`src/rtl/mbx_pkg.sv`:
```
// Package: shared constants for the mailbox register map and event bits.
// Assumes byte addressing with 8-bit addresses and 64-bit data words.
package mbx_pkg;
    localparam int ADDR_W   = 8;
    localparam int DATA_W   = 64;
    localparam int PAY_W    = 32;
    localparam int MSG_W    = DATA_W + PAY_W;
    localparam int NUM_DIR  = 2;
    localparam int NUM_EVT  = 4;
    localparam int POPCNT_W = 5;
    localparam int FLD_W    = 4;

    // Control word flag positions
    localparam int CTRL_FULL_BIT  = 16;
    localparam int CTRL_EMPTY_BIT = 17;

    // Offsets of a queue's words from its control word
    localparam logic [ADDR_W-1:0] OFS_SEND0 = 8'h10;
    localparam logic [ADDR_W-1:0] OFS_SEND1 = 8'h18;
    localparam logic [ADDR_W-1:0] OFS_RECV0 = 8'h20;
    localparam logic [ADDR_W-1:0] OFS_RECV1 = 8'h28;

    localparam logic [ADDR_W-1:0] EVT_EN_ADDR  = 8'h48;
    localparam logic [ADDR_W-1:0] EVT_ACK_ADDR = 8'h4C;

    // Event bit indices
    localparam int EV_OUT_EMPTY  = 0;
    localparam int EV_OUT_NEMPTY = 1;
    localparam int EV_IN_EMPTY   = 2;
    localparam int EV_IN_NEMPTY  = 3;

    // Control-word address of a direction (0 outbound, 1 inbound)
    function automatic logic [ADDR_W-1:0] dir_base(input int d);
        return (d == 0) ? 8'h50 : 8'h80;
    endfunction
endpackage

```
`src/rtl/mbx_fifo.sv`:
```
// Module: mbx_fifo
// A synchronous queue of DEPTH entries with a head view, occupancy level,
// both indices and a running total of removals. Assumes push and pop are
// single-cycle strobes. A push into a full queue or a pop from an empty
// queue is dropped with no state change.
module mbx_fifo #(
    parameter  int WIDTH = 96,
    parameter  int DEPTH = 8,
    parameter  int CNT_W = 5,
    localparam int PTR_W = (DEPTH > 1) ? $clog2(DEPTH) : 1,
    localparam int LVL_W = $clog2(DEPTH + 1)
) (
    input  logic             clk,
    input  logic             rst_n,
    input  logic             push,
    input  logic             pop,
    input  logic [WIDTH-1:0] wdata,
    output logic [WIDTH-1:0] head,
    output logic             full,
    output logic             empty,
    output logic [PTR_W-1:0] wptr,
    output logic [PTR_W-1:0] rptr,
    output logic [LVL_W-1:0] level,
    output logic [CNT_W-1:0] pops
);
    localparam logic [PTR_W-1:0] LAST_IDX = PTR_W'(DEPTH - 1);
    localparam logic [LVL_W-1:0] FULL_LVL = LVL_W'(DEPTH);

    logic [WIDTH-1:0] mem [DEPTH];
    logic [PTR_W-1:0] wptr_q, rptr_q;
    logic [LVL_W-1:0] level_q;
    logic [CNT_W-1:0] pops_q;
    logic             push_ok, pop_ok;

    function automatic logic [PTR_W-1:0] next_idx(input logic [PTR_W-1:0] p);
        return (p == LAST_IDX) ? '0 : p + 1'b1;
    endfunction

    assign full    = (level_q == FULL_LVL);
    assign empty   = (level_q == '0);
    assign push_ok = push && !full;
    assign pop_ok  = pop && !empty;

    // Store an accepted entry at the write index
    always_ff @(posedge clk) begin
        if (push_ok) mem[wptr_q] <= wdata;
    end

    // Advance indices, level and removal total on accepted operations
    always_ff @(posedge clk) begin
        if (!rst_n) begin
            wptr_q  <= '0;
            rptr_q  <= '0;
            level_q <= '0;
            pops_q  <= '0;
        end else begin
            if (push_ok) wptr_q <= next_idx(wptr_q);
            if (pop_ok) begin
                rptr_q <= next_idx(rptr_q);
                pops_q <= pops_q + 1'b1;
            end
            if (push_ok && !pop_ok)      level_q <= level_q + 1'b1;
            else if (pop_ok && !push_ok) level_q <= level_q - 1'b1;
        end
    end

    assign head  = mem[rptr_q];
    assign wptr  = wptr_q;
    assign rptr  = rptr_q;
    assign level = level_q;
    assign pops  = pops_q;


    full_push_hold_chk: assert property (@(posedge clk) disable iff (!rst_n)
        (push && full && !pop) |=> ($stable(level_q) && $stable(wptr_q)));


    empty_pop_hold_chk: assert property (@(posedge clk) disable iff (!rst_n)
        (pop && empty && !push) |=> ($stable(rptr_q) && $stable(pops_q)));


    level_bound_chk: assert property (@(posedge clk) disable iff (!rst_n)
        level_q <= FULL_LVL);
endmodule

```
`src/rtl/mbx_dir.sv`:
```
// Module: mbx_dir
// One direction of the mailbox: a staging register for the first send word,
// the queue, and formatting of both receive words. Assumes the decoder
// gives single-cycle write and pop strobes. Commit happens on the write of
// the second send word.
module mbx_dir
    import mbx_pkg::*;
#(
    parameter int DEPTH = 8
) (
    input  logic              clk,
    input  logic              rst_n,
    input  logic              wr_first,
    input  logic              wr_second,
    input  logic [DATA_W-1:0] wdata,
    input  logic              pop,
    output logic [DATA_W-1:0] recv_first,
    output logic [DATA_W-1:0] recv_second,
    output logic              full,
    output logic              empty
);
    localparam int PTR_W = (DEPTH > 1) ? $clog2(DEPTH) : 1;
    localparam int LVL_W = $clog2(DEPTH + 1);

    logic [DATA_W-1:0]   stage_q;
    logic [MSG_W-1:0]    entry;
    logic [PTR_W-1:0]    wptr, rptr;
    logic [LVL_W-1:0]    level;
    logic [POPCNT_W-1:0] pops;

    // Hold the staged first word until the commit write
    always_ff @(posedge clk) begin
        if (!rst_n)        stage_q <= '0;
        else if (wr_first) stage_q <= wdata;
    end

    mbx_fifo #(
        .WIDTH (MSG_W),
        .DEPTH (DEPTH),
        .CNT_W (POPCNT_W)
    ) u_fifo (
        .clk   (clk),
        .rst_n (rst_n),
        .push  (wr_second),
        .pop   (pop),
        .wdata ({stage_q, wdata[PAY_W-1:0]}),
        .head  (entry),
        .full  (full),
        .empty (empty),
        .wptr  (wptr),
        .rptr  (rptr),
        .level (level),
        .pops  (pops)
    );

    // Present the head words; an empty queue shows zero data
    always_comb begin
        recv_first  = empty ? '0 : entry[MSG_W-1:PAY_W];
        recv_second = {7'b0, pops, FLD_W'(level), FLD_W'(rptr), FLD_W'(wptr),
                       8'b0, (empty ? {PAY_W{1'b0}} : entry[PAY_W-1:0])};
    end


    flag_excl_chk: assert property (@(posedge clk) disable iff (!rst_n)
        $onehot0({full, empty}));
endmodule

```
`src/rtl/mbx_evt.sv`:
```
// Module: mbx_evt
// Latching status events and interrupt. Each event is pending while its
// condition holds or if the condition held at any edge since its last
// acknowledge. Assumes ack and enable writes are single-cycle strobes.
module mbx_evt
    import mbx_pkg::*;
(
    input  logic               clk,
    input  logic               rst_n,
    input  logic [NUM_EVT-1:0] cond,
    input  logic               ack_wr,
    input  logic               en_wr,
    input  logic [NUM_EVT-1:0] wbits,
    output logic [NUM_EVT-1:0] pending,
    output logic [NUM_EVT-1:0] enable,
    output logic               irq
);
    logic [NUM_EVT-1:0] latch_q, en_q, ack_mask;

    assign ack_mask = ack_wr ? wbits : '0;

    // Remember conditions until acknowledged
    always_ff @(posedge clk) begin
        if (!rst_n) latch_q <= '0;
        else        latch_q <= (latch_q & ~ack_mask) | cond;
    end

    // Hold the enable mask
    always_ff @(posedge clk) begin
        if (!rst_n)     en_q <= '0;
        else if (en_wr) en_q <= wbits;
    end

    assign pending = latch_q | cond;
    assign enable  = en_q;
    assign irq     = |(pending & en_q);

    for (genvar i = 0; i < NUM_EVT; i++) begin : g_evt_chk

        sticky_hold_chk: assert property (@(posedge clk) disable iff (!rst_n)
            (pending[i] && !ack_mask[i]) |=> pending[i]);

        reassert_chk: assert property (@(posedge clk) disable iff (!rst_n)
            cond[i] |=> pending[i]);
    end


    irq_mask_chk: assert property (@(posedge clk) disable iff (!rst_n)
        irq |-> (en_q != '0));
endmodule

```
`src/rtl/mbx_top.sv`:
```
// Module: mbx_top
// Mailbox top: decodes the shared register map, instantiates the outbound
// and inbound directions and the event block, and registers read data.
// Assumes at most one of bus_wr and bus_rd per cycle; unmapped reads give 0.
module mbx_top
    import mbx_pkg::*;
#(
    parameter int DEPTH = 8
) (
    input  logic              clk,
    input  logic              rst_n,
    input  logic              bus_wr,
    input  logic              bus_rd,
    input  logic [ADDR_W-1:0] bus_addr,
    input  logic [DATA_W-1:0] bus_wdata,
    output logic [DATA_W-1:0] bus_rdata,
    output logic              irq
);
    logic [NUM_DIR-1:0] wr_first, wr_second, pop, full, empty;
    logic [DATA_W-1:0]  recv_first  [NUM_DIR];
    logic [DATA_W-1:0]  recv_second [NUM_DIR];
    logic [NUM_EVT-1:0] cond, pending, enable;
    logic [DATA_W-1:0]  rd_mux, rdata_q;
    logic               ack_wr, en_wr;

    for (genvar d = 0; d < NUM_DIR; d++) begin : g_dir
        localparam logic [ADDR_W-1:0] BASE = dir_base(d);

        assign wr_first[d]  = bus_wr && (bus_addr == BASE + OFS_SEND0);
        assign wr_second[d] = bus_wr && (bus_addr == BASE + OFS_SEND1);
        assign pop[d]       = bus_rd && (bus_addr == BASE + OFS_RECV1);

        mbx_dir #(
            .DEPTH (DEPTH)
        ) u_dir (
            .clk         (clk),
            .rst_n       (rst_n),
            .wr_first    (wr_first[d]),
            .wr_second   (wr_second[d]),
            .wdata       (bus_wdata),
            .pop         (pop[d]),
            .recv_first  (recv_first[d]),
            .recv_second (recv_second[d]),
            .full        (full[d]),
            .empty       (empty[d])
        );
    end

    assign cond[EV_OUT_EMPTY]  = empty[0];
    assign cond[EV_OUT_NEMPTY] = !empty[0];
    assign cond[EV_IN_EMPTY]   = empty[1];
    assign cond[EV_IN_NEMPTY]  = !empty[1];

    assign ack_wr = bus_wr && (bus_addr == EVT_ACK_ADDR);
    assign en_wr  = bus_wr && (bus_addr == EVT_EN_ADDR);

    mbx_evt u_evt (
        .clk     (clk),
        .rst_n   (rst_n),
        .cond    (cond),
        .ack_wr  (ack_wr),
        .en_wr   (en_wr),
        .wbits   (bus_wdata[NUM_EVT-1:0]),
        .pending (pending),
        .enable  (enable),
        .irq     (irq)
    );

    // Select the addressed register for a read
    always_comb begin
        rd_mux = '0;
        if (bus_addr == EVT_EN_ADDR)  rd_mux = DATA_W'(enable);
        if (bus_addr == EVT_ACK_ADDR) rd_mux = DATA_W'(pending);
        for (int d = 0; d < NUM_DIR; d++) begin
            if (bus_addr == dir_base(d)) begin
                rd_mux[CTRL_FULL_BIT]  = full[d];
                rd_mux[CTRL_EMPTY_BIT] = empty[d];
            end
            if (bus_addr == dir_base(d) + OFS_RECV0) rd_mux = recv_first[d];
            if (bus_addr == dir_base(d) + OFS_RECV1) rd_mux = recv_second[d];
        end
    end

    // Capture read data on a read strobe and hold it
    always_ff @(posedge clk) begin
        if (!rst_n)      rdata_q <= '0;
        else if (bus_rd) rdata_q <= rd_mux;
    end

    assign bus_rdata = rdata_q;


    stage_no_commit_chk: assert property (@(posedge clk) disable iff (!rst_n)
        (bus_wr && (bus_addr == dir_base(0) + OFS_SEND0)) |=> $stable(empty[0]));
endmodule

```
`config.mk`:
```
export PLATFORM = sky130hd
export DESIGN_NAME = mbx_top
export DESIGN_NICKNAME = d
export VERILOG_FILES = /design/src/rtl/mbx_pkg.sv /design/src/rtl/mbx_fifo.sv /design/src/rtl/mbx_dir.sv /design/src/rtl/mbx_evt.sv /design/src/rtl/mbx_top.sv
export SDC_FILE = /design/constraint.sdc
export NUM_CORES = 2
export LEC_CHECK = 0
export BUFFER_PORTS_ARGS = -buffer_cell sky130_fd_sc_hd__clkbuf_2
export CAP_MARGIN = 20
export CELL_PAD_IN_SITES_DETAIL_PLACEMENT = 1
export CELL_PAD_IN_SITES_GLOBAL_PLACEMENT = 2
export CORE_MARGIN = 3
export CORE_UTILIZATION = 47
export CTS_BUF_LIST = sky130_fd_sc_hd__clkbuf_8 sky130_fd_sc_hd__clkbuf_16
export CTS_CLUSTER_SIZE = 30
export DETAILED_ROUTE_END_ITERATION = 8
export GPL_TIMING_DRIVEN = 0
export PLACE_DENSITY = 0.72
export SETUP_SLACK_MARGIN = 0.5
export SLEW_MARGIN = 20
export SYNTH_ARGS = -nofsm -noshare
export SYNTH_HDL_FRONTEND = slang
export SYNTH_SLANG_ARGS = --single-unit
```
`constraint.sdc`:
```
create_clock -name clk -period 24 [get_ports clk]
set_clock_uncertainty 0.05 [all_clocks]
set_input_delay 0 -clock clk [delete_from_list [all_inputs] [get_ports clk]]
set_output_delay 0 -clock clk [all_outputs]
set_load 0.01 [all_outputs]
```
==> results.rst <==
.. list-table::
   :header-rows: 1

   * - Metric
     - Value
   * - Proportion of register bits with asynchronous set or reset after synthesis
     - 0%
   * - Hold Slack
     - 0.0494 ns
   * - Worst-path maximum fanout
     - 8
   * - Synthesized-area fraction occupied by ao, oa, aoi and oai cells
     - around 3.2%
   * - Pin count of the biggest net entering global routing
     - 21
   * - Avg Inst Size Synth
     - 19.8 µm²
   * - H-Tree Depth
     - 4
   * - NumNets Final
     - 4041
   * - Launching element type of the critical path
     - input port
   * - Synth top cells by count
     - 1536 x sky130_fd_sc_hd__edfxtp_1, 384 x sky130_fd_sc_hd__mux4_2, 301 x sky130_fd_sc_hd__nand2_1
   * - Count of buffers from port buffering
     - 139
   * - Buffer levels on the longest clock path
     - 3
   * - Post-synthesis instance area
     - 67000 µm²
   * - Flip-flop and latch count after synthesis
     - 1772
   * - Gate count of the mapped netlist
     - 3382
   * - Fraction of synthesized cell area taken by the top area cell type
     - 68.9%
   * - Row cnt
     - 137
   * - Count of flip-flops with a built-in enable after synthesis
     - 1536
   * - Worst-Margin Slew
     - approximately 1.2 ns
   * - Power density relative to cell area
     - 77.7 nW/µm²
   * - Ports placed on the boundary
     - 141
   * - Die Footprint
     - 147000 µm²
   * - Height of the die
     - 383 µm
   * - Synth Area in XOR/XNOR
     - less than 1%
   * - Fin. Hold Viols
     - 0
   * - Met3 Resource Use GR
     - 4.93%
   * - Biggest area consumer among synthesized cells
     - sky130_fd_sc_hd__edfxtp_1
   * - Proportion of synthesized area in mux cells
     - 16.1%
   * - Drt wl/cell
     - 33.6 µm
   * - Top cells by area in the synthesized netlist
     - sky130_fd_sc_hd__edfxtp_1 69%, sky130_fd_sc_hd__mux4_2 13%, sky130_fd_sc_hd__dfxtp_1 7.1%
   * - Layout overhead on the synthesized area
     - 18.6%
   * - Detailed Route Iter0 Violations
     - between 4000 and 5000
   * - Final setup violation count
     - 0
   * - First-pass GRT wire length
     - ~280 mm
   * - Chip Width
     - 383 µm
   * - Tot GR Track Use
     - 27.5%
   * - First drt pass iteration count
     - 5
   * - Total number of yosys warnings
     - 0
   * - Setup Buffers After CTS
     - 0
   * - Arrival time worst endpoint
     - 4.82 ns
   * - Dpl cells
     - 5541
   * - Via count normalized by instance count
     - 6.09
   * - Vias in the first global route
     - 37360
   * - CP Class
     - input port to flip-flop
   * - Max-Slew Margin vs Limit
     - 19.4%
   * - Cell at the root of the clock tree
     - sky130_fd_sc_hd__clkbuf_16
   * - CTS Buf Count
     - around 180
   * - Routing usage on met2
     - 43.6%
   * - Main combinational cell family by area after synthesis
     - multiplexers
   * - WL final
     - 201 mm
   * - Overflow after GRT
     - 0
   * - Pins over their slew limit
     - 0
   * - Met1 track demand over resource in global routing
     - 40.1%
   * - Clock tree from TritonCTS
     - done
   * - Non-filler cells, final
     - ~6000
   * - Starting Density
     - 47.6%
   * - Post-synthesis share of cell area spent on full adders, half adders and majority gates
     - less than 1%
   * - HPWL after detailed placement
     - ~140 mm
   * - Quantity of gates resized following cts
     - 0
   * - Share of synthesized cell area in and, or, nand and nor gates
     - 2.88%
   * - Time the worst path needs with I/O delays and setup
     - 4.37 ns
   * - Share of layout cells above drive strength 1
     - 26.6%
   * - GP Congestion
     - 0.837
   * - Skew-Pair Late Insertion Delay
     - 0.79 ns
   * - Nature of the critical path endpoint
     - flip-flop
   * - Initial antenna violation count
     - 10
   * - Run status
     - complete, no violations
   * - Unrepaired setup endpoints after global routing
     - false
   * - Most Used Layer, Global Route
     - met2
   * - Routed via count
     - about 36000
   * - Share of the yosys chip area belonging to registers
     - 75.9%
   * - Clock slew at the register clock pins of the worst setup and hold paths
     - around 0.060 ns
   * - Main flop type after synthesis
     - sky130_fd_sc_hd__edfxtp_1
   * - Fraction of the cycle the final worst path needs
     - 18.2%
   * - Core outline area
     - 141000 µm²
   * - CTS Sinks
     - 1772
   * - Synthesized netlist net count
     - 3476
   * - Peak supply drop
     - 0.0000750 V
   * - Hold WC Path Type
     - input port to flip-flop
   * - Number of routed nets with antenna violations
     - 0
   * - Leak
     - 25.4 nW
   * - Leading cell type by number of instances after synthesis
     - sky130_fd_sc_hd__edfxtp_1
   * - TNS Setup
     - 0 ns
   * - Number of DRC violations after detailed routing
     - 0
   * - Required time reported for the critical path endpoint
     - 24.45 ns
   * - Max-capacitance violation count
     - 0
   * - Count of distinct cell types in the synthesized netlist
     - 52
   * - Max Freq
     - 0.229 GHz
critical path, stage by stage:
cell and delay, ns:
sky130_fd_sc_hd__dlygate4sd3_1 0.62, sky130_fd_sc_hd__clkbuf_2 0.20, sky130_fd_sc_hd__nor4bb_1 0.43, sky130_fd_sc_hd__nand2_1 0.09, sky130_fd_sc_hd__dlygate4sd3_1 0.61, sky130_fd_sc_hd__nor3_2 0.63, sky130_fd_sc_hd__nand2b_1 0.39, sky130_fd_sc_hd__nor3_2 0.62
sky130_fd_sc_hd__buf_6 0.22, sky130_fd_sc_hd__buf_4 0.16, sky130_fd_sc_hd__buf_4 0.21, sky130_fd_sc_hd__buf_4 0.19, sky130_fd_sc_hd__buf_4 0.19, sky130_fd_sc_hd__buf_4 0.22
state kept, by name (all words and copies together) (netlist names), named ones only:
register                  count
bus_rdata                    64
g_dir.u_dir.stage_q         128
g_dir.u_dir.u_fifo.level      8
g_dir.u_dir.u_fifo.mem     1536
g_dir.u_dir.u_fifo.pops      10
g_dir.u_dir.u_fifo.rptr       6
g_dir.u_dir.u_fifo.wptr       6
u_evt.enable                  4
u_evt.latch_q                 4
report_power, final:
group / total (mW) / switching (mW) / internal [mW]
sequential: 3.31 / 0.00100 / 3.31
clock: 2.78 / 1.15 / 1.63
combinational: 0.0687 / 0.0501 / 0.0186
total: 6.17 / 1.20 / 4.96
layout make-up:
cell class | count | area (µm²)
Fill cell | 12347 | 61200
Clock inverter | 128 | 1010
Tap cell | 1876 | 2350
Sequential cell | 1772 | 50800
Timing Repair Buffer | 386 | 4040
Buffer | 188 | 898
Clock buffer | 204 | 4900
Antenna cell | 2 | 5.00
Multi-Input combinational cell | 1416 | 15300
Inverter | 6 | 22.5
timing repair:
item	4_1_cts	5_1_grt
hold buffers	103	0
setup endpoints to repair	0	0
hold endpoints to repair	684	0
cells by family (layout without fill, tap and decap cells):
kind of cell,count (synthesis),count (layout)
compound gates,338,338
xor+xnor,14,14
fa+ha+maj,18,18
buf+inv,194,912
flops,1772,1772
mux,591,591
other cells,0,2
simple gates,455,455
through the flow:
stage               instance area (µm²)  setup slack, ns  power, mW  util [%]
finish                            79400            19.63       6.17      56.5
global route                      79400            19.63       6.33      56.5
CTS                               79400            19.76       6.21      56.5
detailed placement                72500            20.07       3.43      51.6
global placement                  70000             5.76       3.43      49.8
floorplan                         67000            15.60       3.39         -
path summary, 6_finish.rpt:
path | start | end | slack (ns) | cells past startpoint
max | bus_addr[7] | g_dir[1].u_dir.u_fifo.mem[0][10]$_DFFE_PP_ | 19.63 | 14
min | bus_wdata[55] | g_dir[1].u_dir.stage_q[55]$_SDFFE_PN0P_ | 0.05 | 4
max reg2reg | flip-flop | bus_rdata[13]$_SDFFE_PN0P_ | 20.11 | 8
min reg2reg | bus_rdata[51]$_SDFFE_PN0P_ | bus_rdata[51]$_SDFFE_PN0P_ | 0.42 | 2
routing by layer:
metal  share of wire (%)  vias up
met5              0.0065        -
met4                 2.2        2
met1                  42    19625
met2                  48     1645
li1                    -    14877
met3                 8.4      243
cell usage in the layout (no fill, tap or decap), types with 16 or more instances in the layout:
cell type,n
sky130_fd_sc_hd__a21oi_1,153
sky130_fd_sc_hd__buf_16,33
sky130_fd_sc_hd__a221o_1,25
sky130_fd_sc_hd__mux2_2,52
sky130_fd_sc_hd__buf_6,23
sky130_fd_sc_hd__clkbuf_1,87
sky130_fd_sc_hd__nand2_1,301
sky130_fd_sc_hd__buf_12,40
sky130_fd_sc_hd__mux2i_1,155
sky130_fd_sc_hd__nor2_1,78
sky130_fd_sc_hd__ha_1,16
sky130_fd_sc_hd__clkinv_2,25
sky130_fd_sc_hd__clkbuf_8,18
sky130_fd_sc_hd__clkinv_1,19
sky130_fd_sc_hd__buf_4,68
sky130_fd_sc_hd__buf_2,61
sky130_fd_sc_hd__clkbuf_16,186
sky130_fd_sc_hd__dlygate4sd3_1,103
sky130_fd_sc_hd__mux4_2,384
sky130_fd_sc_hd__dfxtp_1,236
sky130_fd_sc_hd__a22o_1,41
sky130_fd_sc_hd__o21ai_0,28
sky130_fd_sc_hd__edfxtp_1,1536
sky130_fd_sc_hd__inv_1,65
sky130_fd_sc_hd__o22ai_1,54
sky130_fd_sc_hd__bufinv_16,17
sky130_fd_sc_hd__clkbuf_2,145
No activity file was read; power rests on OpenSTA's default activity.
